### config.mk
export PLATFORM = sky130hd
export DESIGN_NAME = blkxfer_seq
export DESIGN_NICKNAME = d
export VERILOG_FILES = /design/src/rtl/blkxfer_pkg.sv /design/src/rtl/blkxfer_popcnt.sv /design/src/rtl/blkxfer_lowbit.sv /design/src/rtl/blkxfer_seq.sv
export SDC_FILE = /design/constraint.sdc
export NUM_CORES = 1
export LEC_CHECK = 0
export ABC_CLOCK_PERIOD_IN_PS = 2400
export BUFFER_PORTS_ARGS = -buffer_cell sky130_fd_sc_hd__buf_2
export CORE_MARGIN = 5
export CORE_UTILIZATION = 30
export DETAILED_ROUTE_END_ITERATION = 12
export SYNTH_ARGS = -nofsm -noshare
export SYNTH_HDL_FRONTEND = slang
export SYNTH_SLANG_ARGS = --single-unit
### constraint.sdc
create_clock -name clk -period 2.4 [get_ports clk]
set_input_delay 0.12 -clock clk [delete_from_list [all_inputs] [get_ports clk]]
set_output_delay 0.12 -clock clk [all_outputs]
set_load 0.02 [all_outputs]
### src/rtl/blkxfer_pkg.sv
package blkxfer_pkg;
   typedef enum logic [2:0] {
      UOP_COPY     = 3'd0,
      UOP_LOAD     = 3'd1,
      UOP_LOAD_RET = 3'd2,
      UOP_STORE    = 3'd3,
      UOP_ADDI     = 3'd4,
      UOP_SUBI     = 3'd5
   } uop_kind_e;

   typedef enum logic [1:0] {
      PH_COPY = 2'd0,
      PH_XFER = 2'd1,
      PH_WB   = 2'd2
   } seq_phase_e;
endpackage

### src/rtl/blkxfer_popcnt.sv
module blkxfer_popcnt #(
   parameter int W  = 16,
   parameter int CW = $clog2(W) + 1
) (
   input  logic [W-1:0]  vec,
   output logic [CW-1:0] cnt
);
   always_comb begin
      cnt = '0;
      for (int i = 0; i < W; i++) begin
         cnt = cnt + CW'(vec[i]);
      end
   end
endmodule

### src/rtl/blkxfer_lowbit.sv
module blkxfer_lowbit #(
   parameter int W  = 16,
   parameter int IW = $clog2(W)
) (
   input  logic [W-1:0]  vec,
   output logic [W-1:0]  onehot,
   output logic [IW-1:0] idx,
   output logic          single
);
   assign onehot = vec & (~vec + 1'b1);
   assign single = (vec != '0) && ((vec & (vec - 1'b1)) == '0);

   for (genvar b = 0; b < IW; b++) begin : g_enc
      logic [W-1:0] sel;
      for (genvar i = 0; i < W; i++) begin : g_sel
         if (((i >> b) & 1) == 1) begin : g_on
            assign sel[i] = onehot[i];
         end else begin : g_off
            assign sel[i] = 1'b0;
         end
      end
      assign idx[b] = |sel;
   end
endmodule

### src/rtl/blkxfer_seq.sv
module blkxfer_seq
   import blkxfer_pkg::*;
#(
   parameter int NREG       = 16,
   parameter int WORD_BYTES = 4
) (
   input  logic                                clk,
   input  logic                                rst_n,
   input  logic                                in_valid,
   output logic                                in_ready,
   input  logic [NREG-1:0]                     in_list,
   input  logic [$clog2(NREG)-1:0]             in_base,
   input  logic                                in_up,
   input  logic                                in_pre,
   input  logic                                in_wb,
   input  logic                                in_load,
   input  logic                                in_priv,
   output logic                                uop_valid,
   input  logic                                uop_ready,
   output logic [2:0]                          uop_kind,
   output logic [$clog2(NREG)+1:0]             uop_reg,
   output logic [$clog2(NREG)+1:0]             uop_base,
   output logic [$clog2(NREG*WORD_BYTES):0]    uop_imm,
   output logic                                uop_sub,
   output logic                                uop_last,
   output logic                                uop_err
);
   localparam int IDX_W = $clog2(NREG);
   localparam int CNT_W = IDX_W + 1;
   localparam int REG_W = IDX_W + 2;
   localparam int OFF_W = $clog2(NREG * WORD_BYTES) + 1;
   localparam logic [REG_W-1:0] TMP_REG  = REG_W'(2 * NREG);
   localparam logic [REG_W-1:0] USER_OFS = REG_W'(NREG);
   localparam logic [IDX_W-1:0] PC_IDX   = IDX_W'(NREG - 1);
   localparam logic [OFF_W-1:0] STEP     = OFF_W'(WORD_BYTES);

   if (NREG < 2 || (NREG & (NREG - 1)) != 0) begin : g_bad_nreg
      $error("NREG must be a power of two of at least 2");
   end
   if (WORD_BYTES < 1 || (WORD_BYTES & (WORD_BYTES - 1)) != 0) begin : g_bad_word
      $error("WORD_BYTES must be a power of two");
   end

   logic              busy;
   seq_phase_e        phase;
   logic [NREG-1:0]   rem;
   logic [OFF_W-1:0]  off;
   logic [CNT_W-1:0]  r_cnt;
   logic [IDX_W-1:0]  r_base;
   logic              r_up, r_wb, r_load, r_user, r_ret;

   logic [CNT_W-1:0]  cnt_in;
   logic [OFF_W-1:0]  span_in, start_off, span_r;
   logic [NREG-1:0]   pick_oh;
   logic [IDX_W-1:0]  pick_idx;
   logic              pick_single;
   logic              take, fire;

   blkxfer_popcnt #(.W(NREG), .CW(CNT_W)) u_cnt (
      .vec (in_list),
      .cnt (cnt_in)
   );

   blkxfer_lowbit #(.W(NREG), .IW(IDX_W)) u_pick (
      .vec    (rem),
      .onehot (pick_oh),
      .idx    (pick_idx),
      .single (pick_single)
   );

   assign span_in   = OFF_W'(cnt_in) * STEP;
   assign span_r    = OFF_W'(r_cnt) * STEP;
   assign start_off = (in_up ? '0 : (span_in - STEP)) + (in_pre ? STEP : '0);

   assign in_ready  = !busy;
   assign take      = in_valid && !busy;
   assign uop_valid = busy;
   assign fire      = busy && uop_ready;

   always_ff @(posedge clk or negedge rst_n) begin
      if (!rst_n) begin
         busy   <= 1'b0;
         phase  <= PH_COPY;
         rem    <= '0;
         off    <= '0;
         r_cnt  <= '0;
         r_base <= '0;
         r_up   <= 1'b0;
         r_wb   <= 1'b0;
         r_load <= 1'b0;
         r_user <= 1'b0;
         r_ret  <= 1'b0;
      end else if (take) begin
         busy   <= 1'b1;
         phase  <= PH_COPY;
         rem    <= in_list;
         off    <= start_off;
         r_cnt  <= cnt_in;
         r_base <= in_base;
         r_up   <= in_up;
         r_wb   <= in_wb;
         r_load <= in_load;
         r_user <= in_priv && !in_list[NREG-1];
         r_ret  <= in_priv && in_load && in_list[NREG-1];
      end else if (fire) begin
         unique case (phase)
            PH_COPY: begin
               if (r_cnt == '0) busy  <= 1'b0;
               else             phase <= PH_XFER;
            end
            PH_XFER: begin
               rem <= rem & ~pick_oh;
               off <= r_up ? (off + STEP) : (off - STEP);
               if (pick_single) begin
                  if (r_wb) phase <= PH_WB;
                  else      busy  <= 1'b0;
               end
            end
            default: busy <= 1'b0;
         endcase
      end
   end

   always_comb begin
      uop_kind = UOP_COPY;
      uop_reg  = TMP_REG;
      uop_base = REG_W'(r_base);
      uop_imm  = '0;
      uop_sub  = 1'b0;
      uop_last = 1'b0;
      uop_err  = 1'b0;
      unique case (phase)
         PH_COPY: begin
            uop_last = (r_cnt == '0);
            uop_err  = (r_cnt == '0);
         end
         PH_XFER: begin
            if (!r_load)                         uop_kind = UOP_STORE;
            else if (r_ret && pick_idx == PC_IDX) uop_kind = UOP_LOAD_RET;
            else                                 uop_kind = UOP_LOAD;
            uop_reg  = r_user ? (REG_W'(pick_idx) + USER_OFS) : REG_W'(pick_idx);
            uop_base = TMP_REG;
            uop_imm  = off;
            uop_sub  = !r_up;
            uop_last = pick_single && !r_wb;
         end
         default: begin
            uop_kind = r_up ? UOP_ADDI : UOP_SUBI;
            uop_reg  = REG_W'(r_base);
            uop_imm  = span_r;
            uop_sub  = !r_up;
            uop_last = 1'b1;
         end
      endcase
   end
endmodule

==> impl_metrics.ini <==
[route]
drtIter0Drc = 150
post-route-drc-count = 0
dr_total_vias = 2762
avgViaCountPerCell = 4.99
routedWlPerCell_um = 14.4
drt-pass1-iter-count = 4
routed_wl_mm = 7.99
drtAntennaViolNets = 0

[power]
p_sw_uw = 3080
p_clk_frac = 0.085
ir_drop_mv = 0.560
p_seq_frac = 0.192
p_int_uw = 3580
pwr-share-comb = 0.722
powerDensity_mw_per_mm2 = 1670
swShare = 0.462
cellLeakagePower_uw = 0.00187
p_total_uw = 6650

[synth]
synthArstFlopShare = 1.00
ys.flop_type = dfrtp_1
ys_warn_count = 0
synth_area_mm2 = 0.00281
synth-seq-cells = 38
synth.distinct_cells = 44
avgSynthCellArea_um2 = 8.17
synth_edf_count = 0
seq_area_frac_synth = 0.338
postSynthCellCount = 344

[floorplanning]
start_util = 0.306
design.die.area_mm2 = 0.0114
die_h_um = 107
num_io_pins = 56
coreArea_mm2 = 0.00920
rows = 35
die_w_um = 107

[sta]
relSlewSlack = 0.428
hold_viol_final = 0
fin_crit_ps = 4140
hold_ws_ps = 18.7
min_period_over_period = 1.73
skew_ps = 7.24
worst_slew_pin_slew_ps = 859
grt_setup_unrepaired = yes
setup_ws_ps = -1740
slew_viol_final = 0
finalSetupViolations = 11
fmax_mhz = 241

[clocking]
numCtsBuffers = 5
clkTransAtPathRegs_ps = 80
h-tree-depth = 2
clock-root-buffer = clkbuf_8
cts_tree = done
cts.path.max_buffers = 2
clock_latency_ps = 290
cts.sinks = 38

[place]
placed_area_mm2 = 0.00346
post-dp-hpwl_mm = 6.15
gp_congestion = 0.832
portBuffers = 52

[critical_path]
cp-end-kind = register
crit_arrival_ps = 4370
path_max_fanout = 2
start_kind = input pin
critPathKind = in2reg
cp.required_ps = 2620

[status]
violations = setup timing
status = finished with violations

[hold_path]
hp-class = in2reg

[grt]
grt_overflow = 0
track_usage = 0.142
grt_max_degree = 39
antenna_found_initial = 0
grt_pass1_wl_mm = 13.2
grt_pass1_vias = 2671

[finish]
diodes = 0
area_growth_pct = 41.4
drive_above_1_share = 0.354
nets = 494
fin_area_mm2 = 0.00398
n_fill_cell = 911

[run]
drv_cap = 0
[kinds of logic after synthesis]
kind of cell,Yosys count,synth area share
XOR/XNOR,10,0.0312
AO/OA/AOI/OAI,94,0.208
adder cells (fa/ha/maj),22,0.127
other,1,0.00133
flip-flops,38,0.338
buffers and inverters,50,0.0743
AND/OR/NAND/NOR,129,0.219
[power by group through the flow]
stage	clock network (uW)	registers, uW	logic, uW
global route	612	1320	5270
floorplan	0	1180	2470
detailed placement	0	1250	3710
finish	568	1280	4810
global placement	0	1240	3650
CTS	576	1260	4360
[critical path: stages]
cell and delay [ps]:
buf_6 100, ha_4 250, inv_2 30, fa_1 490, fa_1 440, fa_1 540
fa_1 430, fa_2 370, fa_2 570, ha_4 210, nor2_4 100, ha_4 150
nand2_2 50, or3b_4 360, a31oi_1 150
[final timing paths]
kind                            start   endpoint  slack [ps]  depth (start not counted)
max                        in_list[1]     off[6]       -1740                         15
min                        in_base[2]  r_base[2]          20                          3
max reg2reg                    rem[2]    rem[13]         240                          7
min reg2reg                    r_user     r_user         480                          2
max in group asynchronous       rst_n   phase[1]        1380                          2
min in group asynchronous       rst_n     rem[1]         490                          2
[through the flow]
stage / TNS, ps / utilization / std cells / setup slack, ps
after global routing: -12930 / 0.432 / 554 / -1850
final: -12000 / 0.432 / 554 / -1740
after CTS: -11810 / 0.411 / 545 / -1740
after detailed placement: -15680 / 0.376 / 531 / -2210
after global placement: -15340 / 0.376 / 531 / -2180
after floorplan: -12240 / - / 346 / -1950
[cells in the mapped netlist (3+ instances only)]
cell type  number  area share
nand2_1        60       0.080
o21ai_0        42       0.075
dfrtp_1        38        0.34
inv_1          30       0.040
nor2_1         25       0.033
clkbuf_1       14       0.019
a21oi_1        11       0.020
fa_1           11       0.078
ha_1           11       0.049
nand3_1        10       0.018
o211ai_1        8       0.021
and2_1          6       0.013
o311ai_0        6       0.019
xor2_1          6       0.019
a22o_1          5       0.016
a31oi_1         5       0.011
nor3_1          4      0.0071
o31ai_1         4       0.011
xnor2_1         4       0.012
a211oi_1        3      0.0080
buf_4           3      0.0080
nor2b_1         3      0.0067
or4_1           3      0.0080
[sequential cells by signal, summed over array words and instances, names as in the netlist]
name / count
phase: 2
r_base: 4
r_ret: 1
r_cnt: 5
r_user: 1
rem: 16
uop_valid: 1
off: 5
r_load: 1
r_wb: 1
r_up: 1
[placed cells by master, fill, tap and decap left out, drive strengths merged, types with 3 or more instances in the layout]
| cell type | count |
|---|---|
| a31oi | 5 |
| buf | 109 |
| ha | 11 |
| xor2 | 6 |
| nand3 | 10 |
| dfrtp | 38 |
| nor4 | 4 |
| conb | 3 |
| or4 | 3 |
| nand2 | 60 |
| a22o | 5 |
| o311ai | 6 |
| a211oi | 3 |
| o31ai | 4 |
| nor3 | 4 |
| nor2b | 3 |
| nor3b | 3 |
| clkbuf | 6 |
| xnor2 | 4 |
| o211ai | 8 |
| and2 | 6 |
| inv | 30 |
| fa | 11 |
| nor2 | 25 |
| o21ai | 42 |
| a21oi | 11 |
[routing by layer]
layer,part of all wire,GRT usage,vias to the layer above
li1,-,-,1386
met1,0.46,0.189,1300
met2,0.47,0.235,66
met3,0.046,0.0271,10
met4,0.017,0.0447,0
met5,0,0,-
[layout make-up]
class	count	area [um2]	share of cell area
inverter	30	113	0.0283
multi-input combinational	258	1910	0.481
clock buffer	6	82.6	0.0208
tap	111	139	0.0349
sequential	38	951	0.239
clock inverter	1	30.0	0.00755
timing repair buffer	110	749	0.189
[repair_timing]
| action | 4_1_cts | 5_1_grt |
|---|---|---|
| endpoints found under the hold margin | 38 | 0 |
| hold buffers | 1 | 0 |
| gates resized for setup | 32 | 33 |
| buffers inserted | 7 | 10 |
| pin swaps | 15 | 17 |
| setup endpoints to repair | 12 | 15 |
(Power assumes the default switching activity.)
